`config.mk`:
```
export PLATFORM = sky130hd
export DESIGN_NAME = otp_prog_seq
export DESIGN_NICKNAME = d
export VERILOG_FILES = /design/src/rtl/otp_seq_pkg.sv /design/src/rtl/otp_poll_timer.sv /design/src/rtl/otp_word_ctr.sv /design/src/rtl/otp_prog_seq.sv
export SDC_FILE = /design/constraint.sdc
export NUM_CORES = 1
export LEC_CHECK = 0
export BUFFER_PORTS_ARGS = -buffer_cell sky130_fd_sc_hd__buf_4
export CORE_UTILIZATION = 56
export CTS_CLUSTER_SIZE = 14
export DETAILED_ROUTE_END_ITERATION = 12
export PLACE_DENSITY_LB_ADDON = 0.2
export SETUP_SLACK_MARGIN = 0.2
export SLEW_MARGIN = 20
export SYNTH_ARGS = -nofsm -noshare
export SYNTH_HDL_FRONTEND = slang
export SYNTH_SLANG_ARGS = --single-unit
```
`constraint.sdc`:
```
create_clock -name clk -period 7.3 [get_ports clk]
set_clock_uncertainty 0.1 [all_clocks]
set_input_delay 0.73 -clock clk [delete_from_list [all_inputs] [get_ports clk]]
set_output_delay 0.73 -clock clk [all_outputs]
set_load 0.01 [all_outputs]
```
`src/rtl/otp_seq_pkg.sv`:
```
package otp_seq_pkg;

   typedef enum logic [3:0] {
      S_IDLE, S_BUFSEL, S_BLK, S_DATA, S_ACC, S_POLL_A, S_CLR_A,
      S_PAGE, S_BSTART, S_PROG, S_POLL_P, S_STAT, S_CLR_P, S_RST, S_FIN
   } seq_st_t;

   localparam logic [15:0] A_BUFSEL = 16'hF101;
   localparam logic [15:0] A_BLK    = 16'hF100;
   localparam logic [15:0] A_PAGE   = 16'hF107;
   localparam logic [15:0] A_BSTART = 16'hF200;
   localparam logic [15:0] A_CMD    = 16'hF220;
   localparam logic [15:0] A_STAT   = 16'hF240;
   localparam logic [15:0] A_INT    = 16'hF241;

   localparam logic [15:0] CMD_OTP    = 16'h0065;
   localparam logic [15:0] CMD_PROG   = 16'h0080;
   localparam logic [15:0] BSTART_VAL = 16'h0800;

   localparam int INT_BIT  = 15;
   localparam int LOCK_BIT = 14;
   localparam int ERR_BIT  = 10;

endpackage

```
`src/rtl/otp_poll_timer.sv`:
```
module otp_poll_timer #(
   parameter int TMO_W = 16
) (
   input  logic             clk,
   input  logic             rst_n,
   input  logic             clr,
   input  logic             miss,
   input  logic [TMO_W-1:0] lim,
   output logic             expired
);
   logic [TMO_W-1:0] cnt;
   logic [TMO_W:0]   cnt_nx;

   assign cnt_nx  = {1'b0, cnt} + {{TMO_W{1'b0}}, 1'b1};
   assign expired = miss && (cnt_nx >= {1'b0, lim});

   always_ff @(posedge clk or negedge rst_n) begin
      if (!rst_n)     cnt <= '0;
      else if (clr)   cnt <= '0;
      else if (miss)  cnt <= cnt_nx[TMO_W-1:0];
   end
endmodule

```
`src/rtl/otp_word_ctr.sv`:
```
module otp_word_ctr #(
   parameter int WORDS = 16,
   parameter int IDX_W = 4
) (
   input  logic             clk,
   input  logic             rst_n,
   input  logic             clr,
   input  logic             adv,
   output logic [IDX_W-1:0] idx,
   output logic             last
);
   localparam logic [IDX_W-1:0] LAST_IDX = IDX_W'(WORDS - 1);

   assign last = (idx == LAST_IDX);

   always_ff @(posedge clk or negedge rst_n) begin
      if (!rst_n)     idx <= '0;
      else if (clr)   idx <= '0;
      else if (adv)   idx <= last ? '0 : idx + 1'b1;
   end
endmodule

```
`src/rtl/otp_prog_seq.sv`:
```
module otp_prog_seq
   import otp_seq_pkg::*;
#(
   parameter int          WORDS    = 16,
   parameter int          PAGE_W   = 6,
   parameter int          TMO_W    = 16,
   parameter int          DUAL_DIE = 1,
   parameter logic [15:0] BUF_BASE = 16'h0200,
   localparam int         IDX_W    = (WORDS > 1) ? $clog2(WORDS) : 1
) (
   input  logic              clk,
   input  logic              rst_n,
   input  logic              start,
   input  logic              die_sel,
   input  logic              auto_int,
   input  logic [PAGE_W-1:0] page_addr,
   input  logic [TMO_W-1:0]  tmo_lim,
   output logic [IDX_W-1:0]  dat_idx,
   input  logic [15:0]       dat_in,
   output logic [15:0]       bus_addr,
   output logic [15:0]       bus_wdata,
   output logic              bus_wr,
   output logic              bus_rd,
   input  logic [15:0]       bus_rdata,
   input  logic              bus_ready,
   output logic              rst_req,
   input  logic              rst_ack,
   output logic              busy,
   output logic              done,
   output logic              pass,
   output logic              err,
   output logic              lock,
   output logic              tmo
);

   if (WORDS < 1)                 begin : g_bad_words  $error("WORDS must be at least 1");     end
   if (PAGE_W < 1 || PAGE_W > 14) begin : g_bad_page   $error("PAGE_W must be 1 to 14");       end
   if (TMO_W < 1)                 begin : g_bad_tmo    $error("TMO_W must be at least 1");     end
   if (32'(BUF_BASE) + WORDS > 32'h0000_F000) begin : g_bad_base
      $error("buffer window overlaps the register area");
   end

   seq_st_t            st, st_nx;
   logic               die_bit, use_bufsel;
   logic               die_q, auto_q;
   logic [PAGE_W-1:0]  page_q;
   logic [TMO_W-1:0]   lim_q;
   logic               pass_q, err_q, lock_q, tmo_q;
   logic               is_poll, miss, expired, abort;
   logic               last_word;
   logic [IDX_W-1:0]   idx;
   logic               unused_rd;

   assign unused_rd = ^{bus_rdata[13:11], bus_rdata[9:0]};

   if (DUAL_DIE != 0) begin : g_dual
      assign die_bit    = die_sel;
      assign use_bufsel = 1'b1;
   end else begin : g_single
      logic unused_die;
      assign unused_die = die_sel;
      assign die_bit    = 1'b0;
      assign use_bufsel = 1'b0;
   end

   assign is_poll = (st == S_POLL_A) || (st == S_POLL_P);
   assign miss    = is_poll && bus_ready && !bus_rdata[INT_BIT];
   assign abort   = miss && expired;

   otp_poll_timer #(.TMO_W(TMO_W)) u_timer (
      .clk(clk), .rst_n(rst_n), .clr(!is_poll), .miss(miss),
      .lim(lim_q), .expired(expired)
   );

   otp_word_ctr #(.WORDS(WORDS), .IDX_W(IDX_W)) u_words (
      .clk(clk), .rst_n(rst_n), .clr(st != S_DATA),
      .adv((st == S_DATA) && bus_ready), .idx(idx), .last(last_word)
   );

   assign dat_idx = idx;

   always_comb begin
      st_nx = st;
      unique case (st)
         S_IDLE:   if (start) st_nx = use_bufsel ? S_BUFSEL : S_BLK;
         S_BUFSEL: if (bus_ready) st_nx = S_BLK;
         S_BLK:    if (bus_ready) st_nx = S_DATA;
         S_DATA:   if (bus_ready && last_word) st_nx = S_ACC;
         S_ACC:    if (bus_ready) st_nx = S_POLL_A;
         S_POLL_A: if (bus_ready) begin
                      if (bus_rdata[INT_BIT]) st_nx = auto_q ? S_PAGE : S_CLR_A;
                      else if (abort)         st_nx = S_RST;
                   end
         S_CLR_A:  if (bus_ready) st_nx = S_PAGE;
         S_PAGE:   if (bus_ready) st_nx = S_BSTART;
         S_BSTART: if (bus_ready) st_nx = S_PROG;
         S_PROG:   if (bus_ready) st_nx = S_POLL_P;
         S_POLL_P: if (bus_ready) begin
                      if (bus_rdata[INT_BIT]) st_nx = S_STAT;
                      else if (abort)         st_nx = S_RST;
                   end
         S_STAT:   if (bus_ready) st_nx = auto_q ? S_RST : S_CLR_P;
         S_CLR_P:  if (bus_ready) st_nx = S_RST;
         S_RST:    if (rst_ack) st_nx = S_FIN;
         S_FIN:    st_nx = S_IDLE;
         default:  st_nx = S_IDLE;
      endcase
   end

   always_comb begin
      bus_addr  = '0;
      bus_wdata = '0;
      bus_wr    = 1'b0;
      bus_rd    = 1'b0;
      unique case (st)
         S_BUFSEL: begin bus_wr = 1'b1; bus_addr = A_BUFSEL; bus_wdata = {die_q, 15'b0}; end
         S_BLK:    begin bus_wr = 1'b1; bus_addr = A_BLK;    bus_wdata = {die_q, 15'b0}; end
         S_DATA:   begin bus_wr = 1'b1; bus_addr = BUF_BASE + 16'(idx); bus_wdata = dat_in; end
         S_ACC:    begin bus_wr = 1'b1; bus_addr = A_CMD;    bus_wdata = CMD_OTP; end
         S_POLL_A,
         S_POLL_P: begin bus_rd = 1'b1; bus_addr = A_INT; end
         S_CLR_A,
         S_CLR_P:  begin bus_wr = 1'b1; bus_addr = A_INT;    bus_wdata = '0; end
         S_PAGE:   begin bus_wr = 1'b1; bus_addr = A_PAGE;   bus_wdata = 16'(page_q) << 2; end
         S_BSTART: begin bus_wr = 1'b1; bus_addr = A_BSTART; bus_wdata = BSTART_VAL; end
         S_PROG:   begin bus_wr = 1'b1; bus_addr = A_CMD;    bus_wdata = CMD_PROG; end
         S_STAT:   begin bus_rd = 1'b1; bus_addr = A_STAT; end
         default:  ;
      endcase
   end

   always_ff @(posedge clk or negedge rst_n) begin
      if (!rst_n) begin
         st     <= S_IDLE;
         die_q  <= 1'b0;
         auto_q <= 1'b0;
         page_q <= '0;
         lim_q  <= '0;
         pass_q <= 1'b0;
         err_q  <= 1'b0;
         lock_q <= 1'b0;
         tmo_q  <= 1'b0;
      end else begin
         st <= st_nx;
         if (st == S_IDLE && start) begin
            die_q  <= die_bit;
            auto_q <= auto_int;
            page_q <= page_addr;
            lim_q  <= tmo_lim;
            pass_q <= 1'b0;
            err_q  <= 1'b0;
            lock_q <= 1'b0;
            tmo_q  <= 1'b0;
         end
         if (st == S_STAT && bus_ready) begin
            err_q  <= bus_rdata[ERR_BIT];
            lock_q <= bus_rdata[LOCK_BIT];
            pass_q <= !bus_rdata[ERR_BIT];
         end
         if (abort) tmo_q <= 1'b1;
      end
   end

   assign rst_req = (st == S_RST);
   assign busy    = (st != S_IDLE) && (st != S_FIN);
   assign done    = (st == S_FIN);
   assign pass    = pass_q;
   assign err     = err_q;
   assign lock    = lock_q;
   assign tmo     = tmo_q;

endmodule

```
Word-level counts from Yosys, hierarchy flattened
Cells that the tools add are included.

cells by class
  add/subtract/negate cells = 3
  $lt $le $gt $ge = 1
  eq/ne operators = 32
  multiplexer cells = 34
  reductions and logical operators = 23

operator list
  operator                                                                  count
  16-bit one-hot mux with 8 select lines                                    1
  16-bit one-hot mux with 6 select lines                                    1
  4-bit two-way mux                                                         20
  4-bit one-hot mux with 14 select lines                                    1
  4-bit equality test (second input constant)                               8
  16-bit two-way mux                                                        2
  2-bit inequality test (second input constant)                             12
  16-bit by 1-bit adder with 17-bit output (second input constant)          1
  17-bit by 16-bit greater-or-equal comparator with 1-bit output            1
  4-bit by 3-bit equality test with 1-bit output (second input constant)    4
  14-bit AND reduction                                                      1
  10-bit by 4-bit adder with 11-bit output (first input constant)           1
  1-bit logical AND                                                         9
  1-bit two-way mux                                                         9
  9-bit OR reduction                                                        1
  4-bit by 2-bit equality test with 1-bit output (second input constant)    2
  2-bit by 1-bit inequality test with 1-bit output (second input constant)  3
  2-bit nonzero test                                                        3
  4-bit by 1-bit adder with 4-bit output (second input constant)            1
  4-bit by 1-bit equality test with 1-bit output (second input constant)    1
  4-bit logical NOT                                                         1
  4-bit by 2-bit inequality test with 1-bit output (second input constant)  1
  4-bit inequality test (second input constant)                             1
  4-bit nonzero test                                                        1
  other kinds (5)                                                           7

storage, ports and cells
  register bits after elaboration = 52
  input bits = 61
  output and inout port bits = 45

Longest topological paths before layout
  word-level depth = 10
  gate-level depth with buffers = 14
  depth with buffers taken out = 12

Modules after synthesis
A second synthesis with hierarchy kept.

unflattened totals
  cells, all modules = 401
  area total of the unflattened synthesis = 3696.0 µm²

modules (own cells, without submodules)
  module          instances  cells each  area each (µm²)  seq. area each (µm²)
  otp_prog_seq    1          209         2018.2           800.8
  otp_poll_timer  1          172         1471.4           400.4
  otp_word_ctr    1          20          206.4            100.1

Least setup slack after synthesis
OpenSTA, ideal clock, no wires.

  kind = register to register
  start = reg u_timer.cnt[0]
  end = reg st[1]
  setup time = 116 ps
  data arrival time = 3032 ps
  data required time = 7084 ps
  slack = 4052 ps
  cell stages (with the launch flop) = 14
  path buffers = 1
  path through = dfrtp_1 nand3_2 or4_1 buf_2 or2_4 nor2_1 xor2_1 ha_1 nand3_1 nor3_1 a221oi_1 a211oi_1 or2_2 o311ai_0

between the ends
  word-level cells in the longest chain between the ends = 8
  elaborated cells on any way between the ends = 10
  those cells by class = add/sub: 1; order compare: 1; mux: 6; reduce/logical: 2

ends and longest elaborated chain
  item                                                              RTL line              text
  from (decl)                                                       otp_poll_timer.sv:11  logic [TMO_W-1:0] cnt;
  from (signal assigned)                                            otp_poll_timer.sv:20  else if (miss) cnt <= cnt_nx[TMO_W-1:0];
  16-bit by 1-bit adder with 17-bit output *                        otp_poll_timer.sv:14  assign cnt_nx = {1'b0, cnt} + {{TMO_W{1'b0}}, 1'b1};
  17-bit by 16-bit greater-or-equal comparator with 1-bit output *  otp_poll_timer.sv:15  assign expired = miss && (cnt_nx >= {1'b0, lim});
  1-bit logical AND *                                               otp_poll_timer.sv:15
  1-bit logical AND *                                               otp_prog_seq.sv:68    assign abort = miss && expired;
  4-bit two-way mux *                                               -
  4-bit two-way mux, on equally long branches (2 in series)         -
  4-bit one-hot mux with 14 select lines *                          -
  to (signal assigned)                                              otp_prog_seq.sv:144   st <= st_nx;
  to (decl)                                                         otp_prog_seq.sv:43    seq_st_t st, st_nx;

Mark *: on every way between the ends. The rest lies on a longest branch, timed or not. The select of a mux whose other input is x is not followed.
A chain may end at the register's enable or synchronous reset.

Worst setup path in the final report
Same ends and word-level chain as after synthesis.

==> summary.txt <==
STATUS
--------------------------------------------------------------------------------------------------------
Result of the run                                                                              completed

CRITICAL PATH
--------------------------------------------------------------------------------------------------------
Worst Path Arrival                                                                               3750 ps
Logic depth of the worst register-to-register path                                                    12
R2R Setup Slk                                                                                    3650 ps
Capture point of the critical path                                                                 st[1]
Critical path startpoint category                                                              flip-flop
Maximum fanout encountered on the critical timing path                                                 5
Crit Path Category                                                                          flip-flop to flip-flop
Data required time at the worst endpoint                                                         7390 ps
Crit path launch                                                                            u_timer.cnt[0]
Type of destination of the critical path                                                       flip-flop
Worst reg2reg startpoint                                                                    u_timer.cnt[0]
Capture instance of the worst register-to-register path                                            st[1]

DRT
--------------------------------------------------------------------------------------------------------
Number of iterations in the first detailed-routing pass                                                4
Count of routing violations after the opening detailed-route iteration                               154
Vias post-DR                                                                                        3168
Number of antenna-violating nets in the routed design                                                  0
Number of DRC violations after detailed routing                                                        0
Via density per instance                                                                            5.58
Drt wl/cell                                                                                      14.4 um
Overall routed net length                                                                        8170 um

TIMING
--------------------------------------------------------------------------------------------------------
Post-route fraction of the period consumed by the critical path                                    0.501
Post-route setup slack                                                                           3650 ps
Setup Viol. Count Final                                                                                0
Final-report max-slew violation count                                                                  0
Setup repair after global routing missed its margin                                                false
Max Clk Rate                                                                                     274 MHz
Sum Neg Setup Slack                                                                                 0 ps
Slew at the pin closest to its max-slew limit                                                     993 ps
Hold WS                                                                                           352 ps
Final hold violation count                                                                             0
Remaining max-slew budget at the tightest pin                                                      0.337
Final min period                                                                                 3650 ps

SYNTH
--------------------------------------------------------------------------------------------------------
Synth Area per Inst                                                                             8.16 um2
Number of storage elements in the synthesis netlist                                                   52
Async set-or-reset flop fraction in the synthesized netlist                                         1.00
Largest area contributor in the netlist                                                          dfrtp_1
Synth warn                                                                                             0
Leading cell types by total area after synthesis                                            dfrtp_1, nand2_1, ha_1
Summed instance area of the synthesized netlist                                              0.00348 mm2
Number of flops mapped to enable cells by yosys                                                        0
Most frequently used flop master after synthesis                                                 dfrtp_1
Post-synth top area share                                                                          0.374
Count of distinct cell types in the synthesized netlist                                               58
Synthesized instance count                                                                           426
Share of synthesized area occupied by flip-flops and latches                                       0.374

PWR
--------------------------------------------------------------------------------------------------------
Leakage component of the power                                                                   2.01 nW
Pwr per Cell Area                                                                             325 mW/mm2
Highest ir drop seen on vdd                                                                     0.233 mV

PLACEMENT
--------------------------------------------------------------------------------------------------------
Routability-driven placement congestion ratio                                                      0.857
DP HPWL                                                                                          6010 um
Quantity of I/O buffers inserted on ports                                                             88
Number of placed instances, taps included                                                            560
Pre-CTS setup slack                                                                              3640 ps

GLOBAL ROUTING
--------------------------------------------------------------------------------------------------------
Fraction of met2 tracks used by global routing                                                     0.502
Number of global-route vias before repair                                                           2985
Met3 track demand over resource in global routing                                                 0.0348
Wire length of the first global-routing pass                                                    13100 um
Most congested layer reported by global routing                                                     met2
Tot GR Track Use                                                                                   0.260
Antenna violations before repair                                                                       0
Gr ovfl total                                                                                          0
Largest net degree at the start of global routing                                                     53
M1 GR Usage                                                                                        0.301

CLOCK TREE
--------------------------------------------------------------------------------------------------------
Clock sink count                                                                                      52
Post-CTS clock slew at the launch and capture registers of the worst setup and hold paths         100 ps
CTS Buffer Depth                                                                                       2
Insertion delay to the later sink of the worst-skew pair                                          310 ps
Count of H-tree levels built during CTS                                                                2
Postcts setup bufs                                                                                     0
Clock tree from TritonCTS                                                                          built
Post-CTS Resized                                                                                       0
Library cell used as clock root buffer                                                          clkbuf_8
TritonCTS Buffers                                                                                      5
Hold buffer count at CTS                                                                               0

FLOORPLAN
--------------------------------------------------------------------------------------------------------
Horizontal die dimension                                                                         80.8 um
Die outline area                                                                             0.00653 mm2
Initial Util                                                                                       0.584
Num rows                                                                                              28
# IOs                                                                                                106
Core Area                                                                                    0.00596 mm2
Die span in y                                                                                    80.8 um

FINAL LAYOUT
--------------------------------------------------------------------------------------------------------
Total inserted antenna cells                                                                           0
Synthesis-to-finish area growth                                                                    20.7%
Nets                                                                                                 571
Fraction of layout cells with a size suffix above 1                                                0.223
Layout Cells excl Fill                                                                               568
Commonest non-fill, non-tap cells in the layout                                             buf_4, nand2_1, dfrtp_1
Leading cell type in the layout, fill and taps excluded                                            buf_4

HOLD PATH
--------------------------------------------------------------------------------------------------------
Tightest Hold Check Type                                                                    input port to asynchronous set/reset pin

JOB
--------------------------------------------------------------------------------------------------------
MaxCap Viol Count                                                                                      0

## report_power, final
part,switching [W],internal (W),total [W]
Clock,0.0000987,0.000103,0.000202
Combinational,0.000380,0.000314,0.000694
Sequential,0.000101,0.000367,0.000468
Total,0.000580,0.000785,0.00136
## worst max-delay path, stage by stage (launching register included)
cell,delay (ps)
dfrtp_1,440
ha_1,230
nand3_1,200
nor4_1,660
nand3_1,170
xnor2_1,200
ha_1,280
nand4_1,130
nor3_1,70
a221oi_1,250
a211oi_1,160
or2_2,370
o311ai_0,270
## routing by layer
| layer | part of all wire | vias to the layer above |
|---|---|---|
| met1 | 0.42 | 1494 |
| li1 | - | 1574 |
| met4 | 0.013 | 0 |
| met3 | 0.052 | 11 |
| met2 | 0.52 | 89 |
| met5 | 0 | - |
## cell usage after synthesis, types with 3 or more instances
master and number:
nand4_1 4, a31oi_1 5, nor3_1 8, dfrtp_1 52
mux2_2 4, xor2_1 13, nand2b_1 4, or2_2 3
or3_1 4, o21a_1 3, nand3_1 11, and2_1 3
a21oi_1 24, and3_1 9, a21o_1 4, buf_4 8
nor2_1 37, xnor2_1 15, mux2i_1 5, clkbuf_1 12
o21ai_0 31, nand2_1 79, ha_1 18, buf_1 6
inv_1 18, buf_2 6
## through the flow
step,util,power [W],cell area [um2]
final,0.704,0.00136,4190
after global placement,0.685,0.00114,4080
after floorplan,-,0.000918,3490
after detailed placement,0.685,0.00116,4080
after CTS,0.704,0.00137,4190
after global routing,0.704,0.00147,4190
## worst min-delay path by stage
stage / slack, ps / depth (start not counted) / start / end
2_1_floorplan: 330 / 0 / rst_n / auto_q
3_3_place_gp: 360 / 2 / page_q[2] / page_q[2]
3_5_place_dp: 370 / 2 / page_q[2] / page_q[2]
4_1_cts: 370 / 1 / rst_n / st[0]
5_1_grt: 400 / 1 / rst_n / u_words.idx[3]
6_report: 350 / 1 / rst_n / u_words.idx[3]
## sequential cells by signal (all words and copies together), names as in the netlist
name / flops
st: 4
pass: 1
auto_q: 1
u_timer.cnt: 16
page_q: 6
lock: 1
die_q: 1
lim_q: 16
u_words.idx: 4
tmo: 1
err: 1
## kinds of logic after synthesis
logic type                 synth area share
and+or+nand+nor                       0.240
AOI/OAI and AO/OA                     0.152
DFF                                   0.374
buffers and inverters                0.0698
xor gates and xnor gates             0.0706
adders and majority gates            0.0648
muxes                                0.0274
other                               0.00108
## final cells by class
cell class | count | area (um2)
Clock inverter | 3 | 47.5
Clock buffer | 5 | 68.8
Sequential cell | 52 | 1300
Inverter | 19 | 71.3
Fill cell | 515 | 1760
Tap cell | 75 | 93.8
Multi-Input combinational cell | 325 | 1940
Timing Repair Buffer | 89 | 668
No activity file was read; power rests on OpenSTA's default activity.
